### config.mk
export PLATFORM = sky130hd
export DESIGN_NAME = fwd_unit
export DESIGN_NICKNAME = d
export VERILOG_FILES = /design/src/rtl/fwd_pkg.sv /design/src/rtl/fwd_operand_sel.sv /design/src/rtl/fwd_store_sel.sv /design/src/rtl/fwd_stall_fsm.sv /design/src/rtl/fwd_unit.sv
export SDC_FILE = /design/constraint.sdc
export NUM_CORES = 1
export LEC_CHECK = 0
export BUFFER_PORTS_ARGS = -buffer_cell sky130_fd_sc_hd__buf_4
export CORE_AREA = 2 2 39 41
export CTS_CLUSTER_SIZE = 25
export DETAILED_ROUTE_END_ITERATION = 6
export DIE_AREA = 0 0 41 43
export HOLD_SLACK_MARGIN = 0.02
export PLACE_DENSITY = 0.83
export SYNTH_ARGS = -nofsm -noshare
export SYNTH_HDL_FRONTEND = slang
export SYNTH_SLANG_ARGS = --single-unit
### constraint.sdc
create_clock -name clk -period 1.5 [get_ports clk]
set_clock_uncertainty 0.15 [all_clocks]
set_input_delay 0.075 -clock clk [delete_from_list [all_inputs] [get_ports clk]]
set_output_delay 0.075 -clock clk [all_outputs]
set_load 0.02 [all_outputs]
### src/rtl/fwd_pkg.sv
package fwd_pkg;
    typedef enum logic [1:0] {
        SRC_RF  = 2'b00,
        SRC_WB  = 2'b01,
        SRC_MEM = 2'b10
    } src_sel_e;

    typedef enum logic [0:0] {
        ST_FLOW = 1'b0,
        ST_HOLD = 1'b1
    } stall_st_e;
endpackage

### src/rtl/fwd_operand_sel.sv
module fwd_operand_sel
    import fwd_pkg::*;
#(
    parameter int REG_W = 5
) (
    input  logic [REG_W-1:0] src,
    input  logic             src_used,
    input  logic [REG_W-1:0] exmem_rd,
    input  logic             exmem_wen,
    input  logic             exmem_load,
    input  logic [REG_W-1:0] memwb_rd,
    input  logic             memwb_wen,
    output src_sel_e         sel,
    output logic             load_hit
);
    logic live;
    logic ex_hit;
    logic wb_hit;

    always_comb begin
        live     = src_used && (src != '0);
        ex_hit   = live && exmem_wen && (exmem_rd == src);
        wb_hit   = live && memwb_wen && (memwb_rd == src);
        load_hit = ex_hit && exmem_load;
        if (ex_hit && !exmem_load) begin
            sel = SRC_MEM;
        end else if (wb_hit) begin
            sel = SRC_WB;
        end else begin
            sel = SRC_RF;
        end
    end
endmodule

### src/rtl/fwd_store_sel.sv
module fwd_store_sel
    import fwd_pkg::*;
#(
    parameter int REG_W = 5
) (
    input  logic             exmem_store,
    input  logic [REG_W-1:0] exmem_sd_reg,
    input  logic [REG_W-1:0] memwb_rd,
    input  logic             memwb_wen,
    output src_sel_e         sel
);
    always_comb begin
        if (exmem_store && memwb_wen && (exmem_sd_reg != '0) &&
            (memwb_rd == exmem_sd_reg)) begin
            sel = SRC_WB;
        end else begin
            sel = SRC_RF;
        end
    end
endmodule

### src/rtl/fwd_stall_fsm.sv
module fwd_stall_fsm
    import fwd_pkg::*;
(
    input  logic clk,
    input  logic rst_n,
    input  logic hazard,
    output logic stall
);
    stall_st_e state;
    stall_st_e state_nxt;

    always_ff @(posedge clk) begin
        if (!rst_n) begin
            state <= ST_FLOW;
        end else begin
            state <= state_nxt;
        end
    end

    always_comb begin
        state_nxt = state;
        stall     = 1'b0;
        unique case (state)
            ST_FLOW: begin
                stall     = hazard;
                state_nxt = hazard ? ST_HOLD : ST_FLOW;
            end
            ST_HOLD: begin
                stall     = 1'b0;
                state_nxt = ST_FLOW;
            end
        endcase
    end

    AST_HOLD_RETURNS: assert property (@(posedge clk) disable iff (!rst_n)
        (state == ST_HOLD) |=> (state == ST_FLOW));
endmodule

### src/rtl/fwd_unit.sv
module fwd_unit
    import fwd_pkg::*;
#(
    parameter int REG_W = 5
) (
    input  logic             clk,
    input  logic             rst_n,
    input  logic [REG_W-1:0] idex_rs,
    input  logic [REG_W-1:0] idex_rt,
    input  logic             idex_rs_used,
    input  logic             idex_rt_used,
    input  logic             idex_branch,
    input  logic [REG_W-1:0] exmem_rd,
    input  logic             exmem_wen,
    input  logic             exmem_load,
    input  logic             exmem_store,
    input  logic [REG_W-1:0] exmem_sd_reg,
    input  logic [REG_W-1:0] memwb_rd,
    input  logic             memwb_wen,
    output logic [1:0]       fwd_a,
    output logic [1:0]       fwd_b,
    output logic [1:0]       fwd_br,
    output logic [1:0]       fwd_sd,
    output logic             stall
);
    localparam int NUM_SRC = 2;

    logic [REG_W-1:0] src_reg  [NUM_SRC];
    logic             src_use  [NUM_SRC];
    src_sel_e         src_sel  [NUM_SRC];
    logic [NUM_SRC-1:0] load_hit;
    src_sel_e         sd_sel;

    always_comb begin
        src_reg[0] = idex_rs;
        src_reg[1] = idex_rt;
        src_use[0] = idex_rs_used;
        src_use[1] = idex_rt_used;
    end

    for (genvar g = 0; g < NUM_SRC; g++) begin : g_src
        fwd_operand_sel #(.REG_W(REG_W)) u_sel (
            .src        (src_reg[g]),
            .src_used   (src_use[g]),
            .exmem_rd   (exmem_rd),
            .exmem_wen  (exmem_wen),
            .exmem_load (exmem_load),
            .memwb_rd   (memwb_rd),
            .memwb_wen  (memwb_wen),
            .sel        (src_sel[g]),
            .load_hit   (load_hit[g])
        );
    end

    fwd_store_sel #(.REG_W(REG_W)) u_sd (
        .exmem_store  (exmem_store),
        .exmem_sd_reg (exmem_sd_reg),
        .memwb_rd     (memwb_rd),
        .memwb_wen    (memwb_wen),
        .sel          (sd_sel)
    );

    fwd_stall_fsm u_fsm (
        .clk    (clk),
        .rst_n  (rst_n),
        .hazard (|load_hit),
        .stall  (stall)
    );

    always_comb begin
        fwd_a  = src_sel[0];
        fwd_b  = src_sel[1];
        fwd_br = idex_branch ? src_sel[0] : SRC_RF;
        fwd_sd = sd_sel;
    end

    AST_SEL_LEGAL: assert property (@(posedge clk) disable iff (!rst_n)
        (fwd_a != 2'b11) && (fwd_b != 2'b11) && (fwd_br != 2'b11) && (fwd_sd != 2'b11));
    AST_ZERO_NEVER: assert property (@(posedge clk) disable iff (!rst_n)
        (idex_rs == '0) |-> (fwd_a == 2'b00));
    AST_YOUNGER_WINS: assert property (@(posedge clk) disable iff (!rst_n)
        (idex_rs_used && idex_rs != '0 && exmem_wen && !exmem_load && exmem_rd == idex_rs
         && memwb_wen && memwb_rd == idex_rs) |-> (fwd_a == 2'b10));
    AST_BR_IDLE: assert property (@(posedge clk) disable iff (!rst_n)
        !idex_branch |-> (fwd_br == 2'b00));
    AST_SD_NOSTORE: assert property (@(posedge clk) disable iff (!rst_n)
        !exmem_store |-> (fwd_sd == 2'b00));
    AST_LOAD_NOT_EX: assert property (@(posedge clk) disable iff (!rst_n)
        exmem_load |-> (fwd_a != 2'b10 && fwd_b != 2'b10));
    AST_STALL_SINGLE: assert property (@(posedge clk) disable iff (!rst_n)
        stall |=> !stall);
endmodule

==> results.sh, run 1 <==
export IMPL_hold_buffers=0
export IMPL_diodes=0
export IMPL_die_area_sq_mm=0.00176
export IMPL_worstSetupPathType="in2out"
export IMPL_largest_register="u_fsm.state"
export IMPL_multiInputGateArea_sq_um=489
export IMPL_wl_per_cell_um=13.8
export IMPL_timing_final_crit_share=1.06
export IMPL_drcViolationCount=0
export IMPL_ant_nets=0
export IMPL_synth_warnings=0
export IMPL_syn_avg_cell_area_sq_um=7.79
export IMPL_setup_ws_ns=-0.0838
export IMPL_async_flop_share=0
export IMPL_grt_pass1_wl_um=2360
export IMPL_ys_flop_type="dfxtp_1"
export IMPL_fin_area_sq_um=953
export IMPL_layout_commonest_cell="buf_4"
export IMPL_crit_chain="buf_4 -> buf_4 -> xnor2_1 -> nand4_1 -> or3_4 -> a21oi_2 -> buf_4"
export IMPL_fill_cells=107
export IMPL_start_kind="input pin"
export IMPL_synth_area_sq_um=452
export IMPL_grt_use_total=0.180
export IMPL_cp_num_buf_inv=3
export IMPL_hp_class="in2reg"
export IMPL_grt_pass1_vias=598
export IMPL_layout_common_cells="buf_4, xnor2_1, xor2_1"
export IMPL_start_util=0.326
export IMPL_cpPeakStageDelay_ns=0.42
export IMPL_leakagePower_nw=0.419
export IMPL_tns_ns=-0.295
export IMPL_violations="negative setup slack"
export IMPL_worst_path_max_delay_cell="or3_4"
export IMPL_overflow=0
export IMPL_ys_seq_elements=1
export IMPL_antenna_found_initial=0
export IMPL_final_nets=147
export IMPL_boundaryPins=43
export IMPL_rsz0062_at_grt="yes"
export IMPL_worstSkewPairLatency_ns=0
export IMPL_maxSlewViolCount=0
export IMPL_arrival_ns=1.36
export IMPL_drt_first_pass_iters=4
export IMPL_ir_worst_vdd_mv=0.172
export IMPL_cp_end_kind="output port"
export IMPL_cp_required_ns=1.27
export IMPL_top_regs="u_fsm.state x1"
export IMPL_postSynthNetCount=92
export IMPL_core_sq_mm=0.00138
export IMPL_regArea_sq_um=20.0
export IMPL_area_growth_pct=111
export IMPL_p_per_area_mw_per_mm2=277
export IMPL_crit_fanout=2
export IMPL_period_needed_ns=1.58
export IMPL_maxCapViolCount=0
export IMPL_status="finished with violations"
export IMPL_drt_wl_total_um=1750
export IMPL_via_per_inst=4.98
export IMPL_cp_top_family="simple AND/OR/NAND/NOR gates"
export IMPL_hpwl_um=1330
export IMPL_synth_edf_count=0
export IMPL_die_width_um=41
export IMPL_rows=14
export IMPL_fin_hold_ws_ns=0.169
export IMPL_crit_top_cell="buf_4"
export IMPL_finalHoldViolations=0
export IMPL_clk_pin_slew_ns=0
export IMPL_place_area_sq_um=873
export IMPL_largest_reg_flops=1
export IMPL_yosysSeqAreaShare=0.0443
export IMPL_grt_start_max_net_pins=5
export IMPL_setup_viol_count_final=5
export IMPL_io_buffers=41
export IMPL_drive_gt1_frac=0.622
export IMPL_vias=632
export IMPL_drt_initial_drc_count=11
export IMPL_syn_inst=58
export IMPL_die_h_um=43
export IMPL_fmax_mhz=631
export IMPL_yosysUniqueCellTypes=24
export IMPL_gp_congestion=0.748
==> final timing paths <==
check / start / slack [ns] / endpoint / cells past startpoint
worst max-delay path: idex_rt[4] / -0.08 / stall / 7
worst min register to register: u_fsm.state / 0.38 / u_fsm.state / 2
worst min-delay path: rst_n / 0.17 / u_fsm.state / 3
worst max register to register: u_fsm.state / 0.65 / u_fsm.state / 2
==> per-stage QoR <==
stage                     total power, W  cells   util  setup slack (ns)
after floorplan                 0.000110     58      -           -0.0399
after CTS                       0.000247    126  0.656           -0.0850
after detailed placement        0.000238    125  0.631           -0.0968
final                           0.000264    127  0.689           -0.0838
after global placement          0.000231    125  0.631           -0.0742
after global routing            0.000279    127  0.689            -0.151
==> metal layers <==
layer,GRT usage,routed length (um),vias to the layer above
li1,-,-,315
met1,0.229,668,301
met2,0.338,1010,16
met3,0,70,0
met4,0,0,0
met5,0,0,-
==> Yosys cell counts (2+ instances only) <==
library cell,count,area (sq um)
nand4_1,2,12.5
inv_1,3,11.3
xor2_1,8,70.1
nor4_1,4,25.0
nand2_1,2,7.51
nand3_1,3,15.0
nor3_1,3,15.0
nor4_2,2,25.0
xnor2_1,16,140
==> kinds of logic (layout without fill, tap and decap cells) <==
group / after synthesis / count (layout) / share of synthesized area
and+or+nand+nor: 22 / 22 / 0.324
AOI/OAI and AO/OA: 6 / 6 / 0.116
DFF: 1 / 1 / 0.0443
xor gates and xnor gates: 24 / 24 / 0.465
other: 1 / 1 / 0.00830
buffers and inverters: 4 / 57 / 0.0416
==> power breakdown <==
part / switching [W] / internal [W] / leakage (nW)
sequential: 0.0000000182 / 0.0000273 / 0.00805
clock: 0 / 0 / 0
combinational: 0.000101 / 0.000135 / 0.411
total: 0.000101 / 0.000162 / 0.419
==> tightest hold or removal path: stages <==
cell	delay, ns
buf_4	0.11
inv_1	0.05
a211oi_2	0.03
==> what timing repair did <==
action,in CTS,in global routing
buffers inserted,1,1
resized for setup,6,6
setup endpoints to repair,6,7
pin swaps,3,5
cloned,0,0
==> layout make-up <==
type / count / share of cell area
Inverter: 3 / 0.0118
Timing Repair Buffer: 54 / 0.433
Tap cell: 16 / 0.0210
Sequential cell: 1 / 0.0210
Multi-Input combinational cell: 53 / 0.513
No activity file was read; power rests on OpenSTA's default activity.
==> inputs of run 2 (changes only) <==
==> constraint.sdc (replaced) <==
create_clock -name clk -period 1.7 [get_ports clk]
set_clock_uncertainty 0.15 [all_clocks]
set_input_delay 0.085 -clock clk [delete_from_list [all_inputs] [get_ports clk]]
set_output_delay 0.085 -clock clk [all_outputs]
set_load 0.02 [all_outputs]
==> run 2 against run 1 <==
The run now ends clean. Critical path depth shrank 1. Cell count shrank 9.4%. Worst setup slack gained 0.16 ns. Via count shrank 9.2%. Sequential share of layout area grew 0.47 points. Combinational power shrank 30%. First-iteration DRC count shrank 100%. Register-to-register slack gained 0.20 ns. Cell area shrank 18%. Sequential cell count is the same. Largest cell class unchanged. Highest routed layer unchanged.
==> results.sh, run 2 (synthesized netlist as in run 1, its figures left out) <==
export IMPL_die_area_sq_mm=0.00176
export IMPL_hold_buffers=0
export IMPL_fill_cells=139
export IMPL_area_growth_pct=72.6
export IMPL_gp_congestion=0.713
export IMPL_hp_start="rst_n"
export IMPL_fin_area_sq_um=779
export IMPL_place_area_sq_um=772
export IMPL_p_comb_frac=0.873
export IMPL_leakagePower_nw=0.333
export IMPL_arrival_ns=1.39
export IMPL_setup_viol_count_final=0
export IMPL_die_h_um=43
export IMPL_grt_pass1_vias=561
export IMPL_final_nets=135
export IMPL_swShare=0.376
export IMPL_boundaryPins=43
export IMPL_p_per_area_mw_per_mm2=244
export IMPL_wl_per_cell_um=12.5
export IMPL_worstSetupPathType="in2out"
export IMPL_drive_gt1_frac=0.485
export IMPL_drt_wl_total_um=1440
export IMPL_r2r_start="u_fsm.state"
export IMPL_layout_commonest_cell="buf_4"
export IMPL_reg2reg_slack_ns=0.85
export IMPL_start_kind="input pin"
export IMPL_finalHoldViolations=0
export IMPL_p_sw_w=0.0000716
export IMPL_vias=574
export IMPL_layout_common_cells="buf_4, xnor2_1, xor2_1"
export IMPL_maxCapViolCount=0
export IMPL_io_buffers=41
export IMPL_ff2ff_path_depth=2
export IMPL_status="finished, final reports clean"
export IMPL_core_sq_mm=0.00138
export IMPL_hp_class="in2reg"
export IMPL_hpwl_um=1290
export IMPL_r2r_end="u_fsm.state"
export IMPL_drcViolationCount=0
export IMPL_clockPowerShare=0
export IMPL_hold_path_end="u_fsm.state"
export IMPL_hold_depth=3
export IMPL_crit_fanout=3
export IMPL_grt_start_max_net_pins=5
export IMPL_cp_end_kind="output port"
export IMPL_fmax_mhz=617
export IMPL_seq_power_share=0.127
export IMPL_die_width_um=41
export IMPL_rows=14
export IMPL_drt_first_pass_iters=1
export IMPL_largest_register="u_fsm.state"
export IMPL_maxSlewViolCount=0
export IMPL_tns_ns=0
export IMPL_ir_worst_vdd_mv=0.0927
export IMPL_worstSkewPairLatency_ns=0
export IMPL_cp_required_ns=1.46
export IMPL_start_util=0.326
export IMPL_drt_initial_drc_count=0
export IMPL_ant_nets=0
export IMPL_rsz0062_at_grt="no"
export IMPL_clk_pin_slew_ns=0
export IMPL_timing_final_crit_share=0.953
export IMPL_p_int_w=0.000119
export IMPL_grt_use_total=0.166
export IMPL_via_per_inst=4.99
export IMPL_grt_pass1_wl_um=2130
export IMPL_diodes=0
export IMPL_largest_reg_flops=1
export IMPL_antenna_found_initial=0
export IMPL_period_needed_ns=1.62
export IMPL_overflow=0
export IMPL_top_regs="u_fsm.state x1"
## run 2: stage by stage
stage           power, W  utilization  setup slack [ns]  instances  hold slack [ns]
3_5_place_dp    0.000189        0.558            0.0548        114            0.193
3_3_place_gp    0.000185        0.558            0.0875        114            0.178
4_1_cts         0.000190        0.558            0.0597        114            0.188
6_report        0.000190        0.563            0.0797        115            0.185
2_1_floorplan  0.0000951            -            0.0173         58           0.0592
5_1_grt         0.000204        0.563         0.0000476        115            0.200
## run 2: how the worst max path moves through the flow
stage	startpoint	end	slack (ns)
6_report	idex_rs[0]	fwd_br[0]	0.08
5_1_grt	idex_rs[0]	fwd_br[0]	0.00005
4_1_cts	idex_rs[0]	fwd_br[0]	0.06
3_5_place_dp	idex_rs[0]	fwd_br[0]	0.05
3_3_place_gp	idex_rs[0]	fwd_br[0]	0.09
2_1_floorplan	idex_rt[4]	fwd_b[0]	0.02
## run 2: critical path, stage by stage
cell	delay, ns
buf_4	0.12
or4_4	0.54
o21ai_4	0.18
nor4_2	0.09
nor4_2	0.20
buf_4	0.17
## run 2: timing repair
action	in CTS	in global routing
buffers inserted	0	1
endpoints found under the setup margin	0	1
resized for setup	0	0
## run 2: final cells by class
type	count	area (sq um)	share of cell area
Multi-Input combinational cell	53	413	0.530
Tap cell	16	20.0	0.0257
Inverter	3	11.3	0.0144
Timing Repair Buffer	42	315	0.404
Sequential cell	1	20.0	0.0257
## run 2: power by group through the flow
stage	sequential, W	clock (W)	combinational (W)
after global routing	0.0000241	0	0.000180
final	0.0000241	0	0.000166
after floorplan	0.0000241	0	0.0000710
after CTS	0.0000241	0	0.000166
after global placement	0.0000241	0	0.000161
after detailed placement	0.0000241	0	0.000165
## run 2: layer usage
layer  part of all wire  global-route usage  vias up
met5                  0                   0        -
met2               0.52               0.353       33
li1                   -                   -      289
met4                  0                   0        0
met1               0.35               0.158      252
met3               0.13              0.0157        0
==> inputs of run 3 (changes only) <==
--- a/config.mk
+++ b/config.mk
@@ -11,7 +11,7 @@
 export DETAILED_ROUTE_END_ITERATION = 6
 export DIE_AREA = 0 0 41 43
 export HOLD_SLACK_MARGIN = 0.02
-export PLACE_DENSITY = 0.83
+export PLACE_DENSITY = 0.86
 export SYNTH_ARGS = -nofsm -noshare
 export SYNTH_HDL_FRONTEND = slang
 export SYNTH_SLANG_ARGS = --single-unit
==> run 3 against run 2 <==
Sequential share of layout area is essentially flat. First-iteration DRC count unchanged. Via count decreased by 0.52%. Utilization down 0.54 points. Critical path depth is the same. Cell count shrank 0.87%. Power decreased by 1.4%. Critical path type unchanged. Largest power group unchanged.
==> results.sh, run 3 (synthesized netlist as in run 1, its figures left out) <==
export IMPL_clk_pin_slew_ns=0
export IMPL_top_regs="u_fsm.state x1"
export IMPL_diodes=0
export IMPL_status="finished, final reports clean"
export IMPL_arrival_ns=1.40
export IMPL_crit_chain="buf_4 -> or4_4 -> o21ai_4 -> nor4_2 -> nor3_1 -> buf_4"
export IMPL_vias=571
export IMPL_area_growth_pct=70.9
export IMPL_period_needed_ns=1.64
export IMPL_layout_commonest_cell="buf_4"
export IMPL_r2r_end="u_fsm.state"
export IMPL_worstSetupPathType="in2out"
export IMPL_start_kind="input pin"
export IMPL_hp_class="in2reg"
export IMPL_hold_buffers=0
export IMPL_regArea_sq_um=20.0
export IMPL_die_width_um=41
export IMPL_reg2reg_slack_ns=0.85
export IMPL_drive_gt1_frac=0.480
export IMPL_r2r_start="u_fsm.state"
export IMPL_final_nets=134
export IMPL_grt_pass1_wl_um=2210
export IMPL_place_area_sq_um=772
export IMPL_cp_endpoint="fwd_a[0]"
export IMPL_finalHoldViolations=0
export IMPL_crit_start="idex_rs[0]"
export IMPL_via_per_inst=5.01
export IMPL_fmax_mhz=611
export IMPL_drt_wl_total_um=1450
export IMPL_die_area_sq_mm=0.00176
export IMPL_wl_per_cell_um=12.7
export IMPL_leakagePower_nw=0.328
export IMPL_fill_cells=133
export IMPL_fin_area_sq_um=772
export IMPL_drt_first_pass_iters=1
export IMPL_maxSlewViolCount=0
export IMPL_gp_congestion=0.726
export IMPL_p_total_w=0.000188
export IMPL_tns_ns=0
export IMPL_maxCapViolCount=0
export IMPL_drt_initial_drc_count=0
export IMPL_grt_use_total=0.171
export IMPL_ant_nets=0
export IMPL_overflow=0
export IMPL_cpPeakStageDelay_ns=0.54
export IMPL_grt_pass1_vias=572
export IMPL_die_h_um=43
export IMPL_layout_common_cells="buf_4, xnor2_1, xor2_1"
export IMPL_io_buffers=41
export IMPL_fin_hold_ws_ns=0.182
export IMPL_timing_final_crit_share=0.963
export IMPL_grt_start_max_net_pins=5
export IMPL_rows=14
export IMPL_worst_path_max_delay_cell="or4_4"
export IMPL_crit_top_cell="buf_4"
export IMPL_ff2ff_path_depth=2
export IMPL_ir_worst_vdd_mv=0.0997
export IMPL_antenna_found_initial=0
export IMPL_crit_fanout=4
export IMPL_largest_reg_flops=1
export IMPL_boundaryPins=43
export IMPL_setup_viol_count_final=0
export IMPL_drcViolationCount=0
export IMPL_rsz0062_at_grt="no"
export IMPL_multiInputGateArea_sq_um=413
export IMPL_start_util=0.326
export IMPL_cp_required_ns=1.46
export IMPL_core_sq_mm=0.00138
export IMPL_largest_register="u_fsm.state"
export IMPL_p_per_area_mw_per_mm2=243
export IMPL_cp_end_kind="output port"
export IMPL_worstSkewPairLatency_ns=0
## run 3: cell count changes in the layout (fill, tap and decap cells not counted)
cell,previous run,this run
buf_4,42,41
## run 3: layout make-up
| type | instances | share of cell area |
|---|---|---|
| multi-input combinational | 53 | 0.535 |
| timing repair buffer | 41 | 0.399 |
| sequential | 1 | 0.0259 |
| tap | 16 | 0.0259 |
| inverter | 3 | 0.0146 |
## run 3: how the worst min path moves through the flow
stage,cells after the start,to,slack (ns),startpoint
global route,3,u_fsm.state,0.21,rst_n
finish,3,u_fsm.state,0.18,rst_n
detailed placement,3,u_fsm.state,0.19,rst_n
floorplan,2,u_fsm.state,0.06,rst_n
CTS,3,u_fsm.state,0.18,rst_n
global placement,3,u_fsm.state,0.18,rst_n
## run 3: what timing repair did
action                                  4_1_cts  5_1_grt
resized for setup                             0        0
buffers inserted                              0        0
endpoints found under the setup margin        0        1
hold endpoints to repair                      0        0
## run 3: layer usage
metal  track usage  part of all wire
met5             0                 0
met4             0                 0
met3        0.0262              0.13
met2         0.347              0.52
met1         0.174              0.35
## run 3: through the flow
step / utilization / instances / setup WS, ns
4_1_cts: 0.558 / 114 / 0.0506
3_3_place_gp: 0.558 / 114 / 0.0866
5_1_grt: 0.558 / 114 / 0.000563
6_report: 0.558 / 114 / 0.0634
2_1_floorplan: - / 58 / 0.0173
3_5_place_dp: 0.558 / 114 / 0.0512
## run 3: critical path: cells and delay by family
family | cells | cell delay (ns)
buffers and inverters | 2 | 0.30
and+or+nand+nor | 3 | 0.81
AOI/OAI and AO/OA | 1 | 0.21
## run 3: power by group
part / switching [W] / internal (W) / leakage (nW) / total [W]
Combinational: 0.0000705 / 0.0000931 / 0.320 / 0.000164
Clock: 0 / 0 / 0 / 0
Sequential: 0.0000000258 / 0.0000241 / 0.00805 / 0.0000241
Total: 0.0000705 / 0.000117 / 0.328 / 0.000188
